File: src/rtl/i2s_tx_pkg.sv
package i2s_tx_pkg;
  typedef enum logic {
    CH_LEFT  = 1'b0,
    CH_RIGHT = 1'b1
  } chan_e;
endpackage

File: src/rtl/ws_edge_sync.sv
module ws_edge_sync
  import i2s_tx_pkg::*;
(
  input  logic  clk,
  input  logic  rst,
  input  logic  ws_in,
  output chan_e chan,
  output logic  load
);
  logic stage_a_q;
  logic stage_b_q;

  always_ff @(posedge clk) begin
    if (rst) begin
      stage_a_q <= 1'b0;
      stage_b_q <= 1'b0;
    end else begin
      stage_a_q <= ws_in;
      stage_b_q <= stage_a_q;
    end
  end

  assign load = stage_a_q ^ stage_b_q;
  assign chan = chan_e'(stage_a_q);

  // cycles since reset, saturating at two, used only to arm the checks
  logic [1:0] settle_q;
  always_ff @(posedge clk) begin
    if (rst)                 settle_q <= 2'd0;
    else if (settle_q != 2'd2) settle_q <= settle_q + 2'd1;
  end

  AST_LOAD_ON_WS_EDGE: assert property (@(posedge clk) disable iff (rst || settle_q != 2'd2)
    load == ($past(ws_in) != $past(ws_in, 2)))
    else $error("load strobe disagrees with ws history");

  AST_CHAN_FOLLOWS_WS: assert property (@(posedge clk) disable iff (rst || settle_q == 2'd0)
    chan == chan_e'($past(ws_in)))
    else $error("channel select does not follow sampled ws");
endmodule

File: src/rtl/chan_word_mux.sv
module chan_word_mux
  import i2s_tx_pkg::*;
#(
  parameter int SAMPLE_W = 24
) (
  input  chan_e               chan,
  input  logic [SAMPLE_W-1:0] left_word,
  input  logic [SAMPLE_W-1:0] right_word,
  output logic [SAMPLE_W-1:0] word
);
  always_comb begin
    unique case (chan)
      CH_RIGHT: word = right_word;
      default:  word = left_word;
    endcase
  end
endmodule

File: src/rtl/shift_serializer.sv
module shift_serializer #(
  parameter int SAMPLE_W = 24
) (
  input  logic                clk,
  input  logic                rst,
  input  logic                load,
  input  logic [SAMPLE_W-1:0] word,
  output logic                sd
);
  localparam int CNT_W = $clog2(SAMPLE_W + 1);
  localparam logic [CNT_W-1:0] DONE = CNT_W'(SAMPLE_W);

  logic [SAMPLE_W-1:0] shreg_q;

  always_ff @(negedge clk) begin
    if (rst)       shreg_q <= '0;
    else if (load) shreg_q <= word;
    else           shreg_q <= {shreg_q[SAMPLE_W-2:0], 1'b0};
  end

  assign sd = shreg_q[SAMPLE_W-1];

  // number of shifts since the last load, for the idle check only
  logic [CNT_W-1:0] shifts_q;
  always_ff @(negedge clk) begin
    if (rst)                 shifts_q <= DONE;
    else if (load)           shifts_q <= '0;
    else if (shifts_q != DONE) shifts_q <= shifts_q + 1'b1;
  end

  AST_IDLE_LINE_LOW: assert property (@(negedge clk) disable iff (rst)
    (shifts_q == DONE) |-> !sd)
    else $error("data line high after word completed");

  AST_NO_BIT_GROWTH: assert property (@(negedge clk) disable iff (rst)
    !load |=> ($countones(shreg_q) <= $countones($past(shreg_q))))
    else $error("shift introduced a set bit");
endmodule

File: src/rtl/i2s_serial_tx.sv
module i2s_serial_tx
  import i2s_tx_pkg::*;
#(
  parameter int SAMPLE_W = 24
) (
  input  logic                clk,
  input  logic                rst,
  input  logic                ws_in,
  input  logic [SAMPLE_W-1:0] left_word,
  input  logic [SAMPLE_W-1:0] right_word,
  output logic                sd_out
);
  chan_e               chan_w;
  logic                load_w;
  logic [SAMPLE_W-1:0] word_w;

  ws_edge_sync u_sync (
    .clk   (clk),
    .rst   (rst),
    .ws_in (ws_in),
    .chan  (chan_w),
    .load  (load_w)
  );

  chan_word_mux #(.SAMPLE_W(SAMPLE_W)) u_mux (
    .chan       (chan_w),
    .left_word  (left_word),
    .right_word (right_word),
    .word       (word_w)
  );

  shift_serializer #(.SAMPLE_W(SAMPLE_W)) u_ser (
    .clk  (clk),
    .rst  (rst),
    .load (load_w),
    .word (word_w),
    .sd   (sd_out)
  );

  AST_LOAD_SHOWS_MSB: assert property (@(negedge clk) disable iff (rst)
    load_w |=> (sd_out == $past((chan_w == CH_RIGHT) ? right_word[SAMPLE_W-1]
                                                     : left_word[SAMPLE_W-1])))
    else $error("loaded word MSB not on data line");
endmodule

File: config.mk
export PLATFORM = sky130hd
export DESIGN_NAME = i2s_serial_tx
export DESIGN_NICKNAME = d
export VERILOG_FILES = /design/src/rtl/i2s_tx_pkg.sv /design/src/rtl/ws_edge_sync.sv /design/src/rtl/chan_word_mux.sv /design/src/rtl/shift_serializer.sv /design/src/rtl/i2s_serial_tx.sv
export SDC_FILE = /design/constraint.sdc
export NUM_CORES = 1
export LEC_CHECK = 0
export ABC_AREA = 1
export CORE_MARGIN = 3
export CORE_UTILIZATION = 40
export CTS_CLUSTER_DIAMETER = 200
export CTS_CLUSTER_SIZE = 25
export DETAILED_ROUTE_END_ITERATION = 16
export GPL_ROUTABILITY_DRIVEN = 0
export PLACE_DENSITY = 0.75
export SLEW_MARGIN = 40
export SYNTH_ARGS = -nofsm -noshare
export SYNTH_HDL_FRONTEND = slang
export SYNTH_HIERARCHICAL = 1
export SYNTH_SLANG_ARGS = --single-unit
File: constraint.sdc
create_clock -name clk -period 1.9 [get_ports clk]
set_clock_uncertainty 0.05 [all_clocks]
set_input_delay 0.57 -clock clk [delete_from_list [all_inputs] [get_ports clk]]
set_output_delay 0.57 -clock clk [all_outputs]
set_load 0.02 [all_outputs]
==> summary.txt, run 1 <==
Clk Latency, worst-skew pair: 440 ps
Unrepaired setup endpoints after global routing: true
Max_slew headroom: 81.5%
Outcome: complete, but fails checks
First-pass GRT wire length: 7.67 mm
CTS tree: yes
Nets@finish: 386
Switching pwr: 0.627 mW
Chip height: 65.9 um
WP buf/inv: 1
Logic pwr share: 32.3%
Gr ovfl total: 0
Clock share of power: 30.0%
Placed cell count: 330
Number of remaining DRC errors: 0
Synthesized area per cell: 6.02 sq um
Critical path fanouts, max: 1
Fin area: 0.00265 sq mm
Worst slew pin tran: 277 ps
Worst-path cell chain: buf_6
Power Internal: 1.01 mW
CP Class: flip-flop to output pin
Die W: 65.9 um
CTS Buffer Depth: 2
Initial antenna violation count: 0
LEAKAGE: 1.41 nW
Vias in the first global route: 1729
Starting Density: 42.3%
Max VDD drop: 0.411 mV
Final Core Density: 78.1%
Most common cell after layout, fill and taps aside: nand2_1
CP delay by family, top: flip-flops
Most frequent cells in the layout: nand2_1 (67), nand2_2 (42), inv_1 (42), clkdlybuf4s50_1 (41), nor2_1 (30)
Worst path arrival time: 1820 ps
Syn Nets: 289
Final slew viol count: 0
Final ANT Viol Nets: 0
Fin cells: 380
H-tree level count: 1
Power per cell area: 619 mW/mm^2
Netlist cell types: 11
Final Hold Vio Count: 0
Sequential area share after synthesis: 36.3%
Layout area overhead: 84.6%
Max Used Layer: met4
Total CTS buffers: 3
Root Driver: clkbuf_4
Routed via count: 1802
Largest net degree at the start of global routing: 15
Final setup vio count: 25
Met2 wire length: 2.69 mm
Drt first pass iters: 4
Setup TNS: -5910 ps
Worst setup margin: -545 ps
Ant diodes: 0
Vias per inst: 4.74
Max Cap Viol: 0
Routed met3 length: 406 um
Wire per inst: 14.3 um
Fill cell count: 231
Row count: 21
Core area: 0.00339 sq mm
All-Layer GR Usage: 23.3%
Slowest-stage cell, CP: dfxtp_4
Synth Instances: 238
Seq pwr share: 37.7%
Hold Buf Count CTS: 0
Min-Delay Path Class: flip-flop to flip-flop
Clk sink count: 26
Worst Setup Start Kind: flip-flop
Layout cell share with drive strength beyond 1: 36.8%
Critical path's largest stage delay: 340 ps
FF+latch count, synth: 26
Final wirelength: 5.43 mm
Yosys warning count: 6
Crit end category: output pin
Failing checks: negative setup slack
Placed inst area: 0.00197 sq mm
IO Count: 52
Worst-path clk slew: 60 ps
Initial DRC Count: 84
Post-Syn Area: 0.00143 sq mm
Die Area: 0.00434 sq mm
Sw frac: 38.3%
IO buf count: 51
Metal-1 WL: 2.13 mm
Final HPWL DP: 1.99 mm
CP Data Required Time: 1280 ps
-- through the flow --
stage / hold WS (ps) / worst slack [ps] / total power [mW]
final: 390 / -545 / 1.64
after CTS: 387 / -516 / 1.50
after floorplan: 375 / -72.3 / 0.883
after detailed placement: 389 / -706 / 1.01
after global placement: 381 / -674 / 1.01
after global routing: 409 / -581 / 1.74
-- Yosys cell counts --
| cell | instances | area share, % |
|---|---|---|
| buf_6 | 7 | 5.5 |
| inv_1 | 28 | 7.3 |
| nor2_1 | 49 | 13 |
| nand2_1 | 112 | 29 |
| nand2_2 | 10 | 4.4 |
| clkbuf_8 | 1 | 0.96 |
| dfxtp_1 | 26 | 36 |
| buf_2 | 2 | 0.70 |
| buf_12 | 1 | 1.4 |
| buf_4 | 1 | 0.52 |
| inv_8 | 1 | 0.79 |
-- area by class of cell --
class | count | area (sq um) | area share [%]
Timing Repair Buffer | 78 | 861 | 32.5
Tap cell | 46 | 57.6 | 2.17
Timing Repair inverter | 3 | 28.8 | 1.09
Clock inverter | 25 | 95.1 | 3.59
Clock buffer | 3 | 22.5 | 0.851
Sequential cell | 26 | 529 | 20.0
Inverter | 28 | 126 | 4.77
Multi-Input combinational cell | 171 | 927 | 35.0
-- sequential cells by signal, summed over array words and instances (netlist names) --
| name | flops |
|---|---|
| u_ser/shreg_q | 24 |
| u_sync/chan | 1 |
| u_sync/stage_b_q | 1 |
-- power groups by stage --
stage               registers [mW]  clock network (mW)  logic (mW)
detailed placement           0.615              0.0804       0.316
global route                 0.621               0.559       0.564
finish                       0.618               0.492       0.529
global placement             0.614              0.0804       0.312
CTS                          0.610               0.443       0.447
floorplan                    0.613              0.0804       0.189
-- repair_timing --
item | CTS | global route
endpoints found under the setup margin | 25 | 26
pin swaps | 23 | 40
setup buffers | 18 | 5
resized for setup | 65 | 76
cloned | 8 | 1
hold endpoints to repair | 0 | 0
-- layer usage --
layer	vias up	track usage, %
li1	871	-
met1	805	25.9
met2	103	40.7
met3	23	4.08
met4	0	14.5
met5	-	0
-- path summary, 6_finish.rpt --
check / start / end / slack, ps / cells after the start
hold / removal: u_ser/shreg_q[7] / u_ser/shreg_q[8] / 390 / 2
hold reg to reg: u_ser/shreg_q[7] / u_ser/shreg_q[8] / 390 / 2
setup / recovery: u_ser/shreg_q[23] / sd_out / -540 / 1
setup reg to reg: u_sync/stage_b_q / u_ser/shreg_q[13] / -330 / 9
-- logic make-up after synthesis --
| family | Yosys count | share of synthesized area, % |
|---|---|---|
| buffers and inverters | 41 | 17.2 |
| and+or+nand+nor | 171 | 46.5 |
| DFF | 26 | 36.3 |
No activity file was read; power rests on OpenSTA's default activity.
==> run 2: changes to the inputs <==
Settings changed: CORE_UTILIZATION 40 to 48, PLACE_DENSITY 0.75 to 0.87.
==> run 2 against run 1 <==
  * The run still ends with negative setup slack left
  * Sequential share of layout area about the same
  * Register-to-register slack worse by 40 ps
  * Core utilization increased by 16 points
  * Critical path type unchanged
  * Largest power group unchanged
  * Highest routed layer unchanged
==> summary.txt, run 2 (synthesized netlist as in run 1, its figures left out) <==
Outcome: complete, but fails checks
Failing checks: negative setup slack
Placed inst area: 0.00194 sq mm
Clk sink count: 26
Vias per inst: 5.65
Clk Latency, worst-skew pair: 420 ps
LEAKAGE: 1.37 nW
Final slew viol count: 0
IO buf count: 51
Max VDD drop: 0.617 mV
Max_slew headroom: 81.4%
Number of remaining DRC errors: 0
Number of flip-flops in the largest register: 24
First-pass GRT wire length: 8.04 mm
Initial antenna violation count: 0
Switching pwr: 0.698 mW
M1 GR Usage: 27.4%
Crit end category: output pin
IO Count: 52
Critical path's largest stage delay: 350 ps
Ant diodes: 0
Final setup vio count: 25
Root Driver: clkbuf_4
Worst Setup Start Kind: flip-flop
Most common cell after layout, fill and taps aside: nand2_2
Routed via count: 2016
Final Hold Vio Count: 0
Largest net degree at the start of global routing: 15
CTS tree: yes
Gr ovfl total: 0
Layout area overhead: 84.5%
Nets@finish: 378
Fill cell count: 95
Logic pwr share: 33.1%
Die W: 60.7 um
Most frequent cells in the layout: nand2_2 (50), nand2_1 (47), clkdlybuf4s50_1 (36), inv_1 (34), nor2_1 (29)
Hold path cells: 2
Global-route layer with the greatest usage: met2
Chip height: 60.7 um
CTS Buffer Depth: 2
Final HPWL DP: 2.04 mm
Min-Delay Path Class: flip-flop to flip-flop
Seq pwr share: 36.4%
Total CTS buffers: 3
Largest Register: u_ser/shreg_q
Worst path arrival time: 1850 ps
Sw frac: 41.2%
All-Layer GR Usage: 30.0%
Worst slew pin tran: 279 ps
Initial DRC Count: 174
Layout cell share with drive strength beyond 1: 44.2%
H-tree level count: 1
Worst setup margin: -575 ps
Final Core Density: 94.3%
Power per cell area: 641 mW/mm^2
Total power: 1.69 mW
Critical path fanouts, max: 1
Fin area: 0.00265 sq mm
Setup TNS: -7180 ps
Final ANT Viol Nets: 0
Levels on crit path: 1
WP buf/inv: 1
Starting Density: 51.1%
Worst-path clk slew: 70 ps
CP delay by family, top: flip-flops
Slowest-stage cell, CP: dfxtp_4
Max Cap Viol: 0
Wire per inst: 19.3 um
Worst-path cell chain: buf_6
Clock share of power: 30.5%
R2R depth: 9
Met2 Usage GRT: 56.6%
Row count: 19
Grt met3 use: 9.79%
Power Internal: 0.996 mW
Unrepaired setup endpoints after global routing: true
CP Data Required Time: 1280 ps
Vias in the first global route: 1855
Core area: 0.00281 sq mm
Die Area: 0.00368 sq mm
Drt first pass iters: 6
CP Class: flip-flop to output pin
Pre-CTS setup slack: -726 ps
Final wirelength: 6.88 mm
-- run 2: changes by cell type in the layout (fill, tap and decap cells not counted), moves of 3 or more --
| cell | before | now |
|---|---|---|
| inv_2 | 7 | 15 |
| nor2_4 | 7 | 1 |
| clkdlybuf4s50_1 | 41 | 36 |
| buf_8 | 4 | 1 |
| nor2_2 | 12 | 19 |
| nand2_1 | 67 | 47 |
| nand2_4 | 13 | 25 |
| dlygate4sd2_1 | 7 | 13 |
| buf_4 | 10 | 3 |
| inv_1 | 42 | 34 |
| nand2_2 | 42 | 50 |
-- run 2: cell type report --
class,count,area (sq um),area share (%)
Clock buffer,3,22.5,0.851
Clock inverter,25,95.1,3.60
Inverter,28,126,4.78
Multi-Input combinational cell,171,1010,38.2
Sequential cell,26,529,20.0
Tap cell,31,38.8,1.47
Timing Repair Buffer,68,756,28.6
Timing Repair inverter,5,67.6,2.55
-- run 2: final timing paths --
kind	slack (ps)	start	endpoint
hold reg to reg	400	u_ser/shreg_q[2]	u_ser/shreg_q[3]
hold / removal	400	u_ser/shreg_q[2]	u_ser/shreg_q[3]
setup / recovery	-570	u_ser/shreg_q[23]	sd_out
setup reg to reg	-370	u_sync/chan	u_ser/shreg_q[12]
-- run 2: metal layers --
layer | wire length (um) | share of wire, %
met1 | 2300 | 33
met2 | 3410 | 50
met3 | 678 | 9.9
met4 | 494 | 7.2
met5 | 0 | 0
-- run 2: power groups by stage --
stage	clock network, mW	registers [mW]	logic, mW
floorplan	0.0804	0.613	0.189
global placement	0.0804	0.613	0.308
detailed placement	0.0804	0.616	0.313
CTS	0.450	0.608	0.427
global route	0.562	0.618	0.589
finish	0.516	0.617	0.561
-- run 2: tightest hold or removal path, cell delays in order (launching register included) --
cell and delay (ps):
dfxtp_1 310, nor2_2 40, nor2_2 80
-- run 2: timing repair --
| item | 4_1_cts | 5_1_grt |
|---|---|---|
| buffers inserted | 7 | 0 |
| setup endpoints to repair | 25 | 25 |
| pin swaps | 28 | 42 |
| resized for setup | 79 | 99 |
| gates cloned | 10 | 0 |
| hold buffers | 0 | 0 |
-- run 2: per-stage QoR --
stage	hold slack, ps	cells
floorplan	375	238
global placement	383	315
detailed placement	394	315
CTS	386	359
global route	434	357
finish	403	357
==> run 3: changes to the inputs <==
Settings changed: PLACE_DENSITY 0.87 to default, PLACE_DENSITY_LB_ADDON from default to 0.05, SKIP_CTS_REPAIR_TIMING from default to 1.
==> run 3 against run 2 <==
  * The run still ends with negative setup slack left
  * First-iteration DRC count grew 7.5%
  * Die area is the same
  * Global-route usage shrank 13 points
  * Wire length shrank 5.6%
  * Critical path type unchanged
  * Largest cell class unchanged
==> summary.txt, run 3 (synthesized netlist as in run 1, its figures left out) <==
Final Hold Slack: 408 ps
Die Area: 0.00368 sq mm
Outcome: complete, but fails checks
CTS Buffer Depth: 2
Root Driver: clkbuf_4
Gr ovfl total: 0
Clk Latency, worst-skew pair: 430 ps
CP Class: flip-flop to output pin
Largest net degree at the start of global routing: 28
Initial DRC Count: 187
IO buf count: 51
Final slew viol count: 0
All-Layer GR Usage: 17.0%
Critical path's largest stage delay: 330 ps
Final wirelength: 6.49 mm
Vias in the first global route: 1301
Crit end category: output pin
CP Data Required Time: 1280 ps
Final ANT Viol Nets: 0
IO Count: 52
Initial antenna violation count: 0
Nets@finish: 378
Unrepaired setup endpoints after global routing: true
Fill cell count: 120
Slowest-stage cell, CP: dfxtp_4
Hold path startpoint: u_ser/shreg_q[21]
Most common cell after layout, fill and taps aside: nand2_1
Final Core Density: 92.8%
Min-Delay Path Class: flip-flop to flip-flop
Fin cells: 357
Final HPWL DP: 2.00 mm
Layout area overhead: 81.6%
Worst Setup Start Kind: flip-flop
Final setup vio count: 25
CTS tree: yes
Placed cell count: 316
Max_slew headroom: 81.4%
Wire per inst: 18.2 um
Starting Density: 51.1%
Worst-path clk slew: 40 ps
Die W: 60.7 um
Most frequent cells in the layout: nand2_1 (71), inv_1 (42), clkdlybuf4s50_1 (40), nand2_2 (38), nor2_1 (34)
H-tree level count: 1
Clk sink count: 26
Ant diodes: 0
Critical Path Start: u_ser/shreg_q[23]
Layout cell share with drive strength beyond 1: 32.5%
CP delay by family, top: flip-flops
Vias per inst: 5.29
Critical path fanouts, max: 1
Worst slew pin tran: 278 ps
Max VDD drop: 0.447 mV
Max Cap Viol: 0
Worst setup margin: -526 ps
Failing checks: negative setup slack
Worst reg2reg path startpoint: u_sync/chan
R2r setup slk: -310 ps
Final Hold Vio Count: 0
Pre-CTS setup slack: -709 ps
Power per cell area: 633 mW/mm^2
LEAKAGE: 1.44 nW
Total power: 1.65 mW
Largest Register: u_ser/shreg_q
Worst path arrival time: 1810 ps
Number of remaining DRC errors: 0
Worst-path cell chain: buf_6
Chip height: 60.7 um
Row count: 19
Total CTS buffers: 3
Core area: 0.00281 sq mm
Number of flip-flops in the largest register: 24
WP buf/inv: 1
First-pass GRT wire length: 4.84 mm
Drt first pass iters: 4
Routed via count: 1887
## run 3: cell count changes in the layout (fill, tap and decap cells not counted), moves of 3 or more
cell / change
buf_16: -3
buf_6: -3
clkbuf_16: +6
dlygate4sd2_1: -13
clkdlybuf4s50_1: +4
nand2_1: +24
nor2_1: +5
dlymetal6s2s_1: +10
nand2_4: -13
inv_1: +8
nor2_2: -7
inv_2: -8
nand2_2: -12
## run 3: power breakdown
part	total, mW	internal [mW]	leakage, nW	switching [mW]
logic	0.521	0.258	1.08	0.264
clock network	0.509	0.149	0.146	0.360
registers	0.618	0.591	0.216	0.0278
total	1.65	0.997	1.44	0.652
## run 3: per-layer routing
| metal | up-vias | wire length [um] | global-route usage [%] |
|---|---|---|---|
| met1 | 862 | 2230 | 17.7 |
| met2 | 129 | 3360 | 31.6 |
| li1 | 858 | - | - |
| met5 | - | 0 | 0 |
| met4 | 0 | 365 | 7.43 |
| met3 | 38 | 535 | 4.68 |
## run 3: path summary, 6_finish.rpt
kind	to	depth (start not counted)
max reg2reg	u_ser/shreg_q[15]	8
min	u_ser/shreg_q[22]	2
min reg2reg	u_ser/shreg_q[22]	2
max	sd_out	1
## run 3: layout make-up
| type | instances | area (sq um) | area share [%] |
|---|---|---|---|
| Clock buffer | 3 | 22.5 | 0.865 |
| Clock inverter | 25 | 98.8 | 3.80 |
| Inverter | 28 | 139 | 5.33 |
| Multi-Input combinational cell | 171 | 896 | 34.4 |
| Sequential cell | 26 | 529 | 20.3 |
| Tap cell | 31 | 38.8 | 1.49 |
| Timing Repair Buffer | 69 | 832 | 32.0 |
| Timing Repair inverter | 4 | 47.5 | 1.83 |
## run 3: metrics by stage
step / instance area [sq um] / setup TNS (ps)
global route: 2600 / -7090
floorplan: 1450 / -1580
global placement: 1940 / -15810
CTS: 2060 / -6960
detailed placement: 1940 / -16390
finish: 2600 / -6150
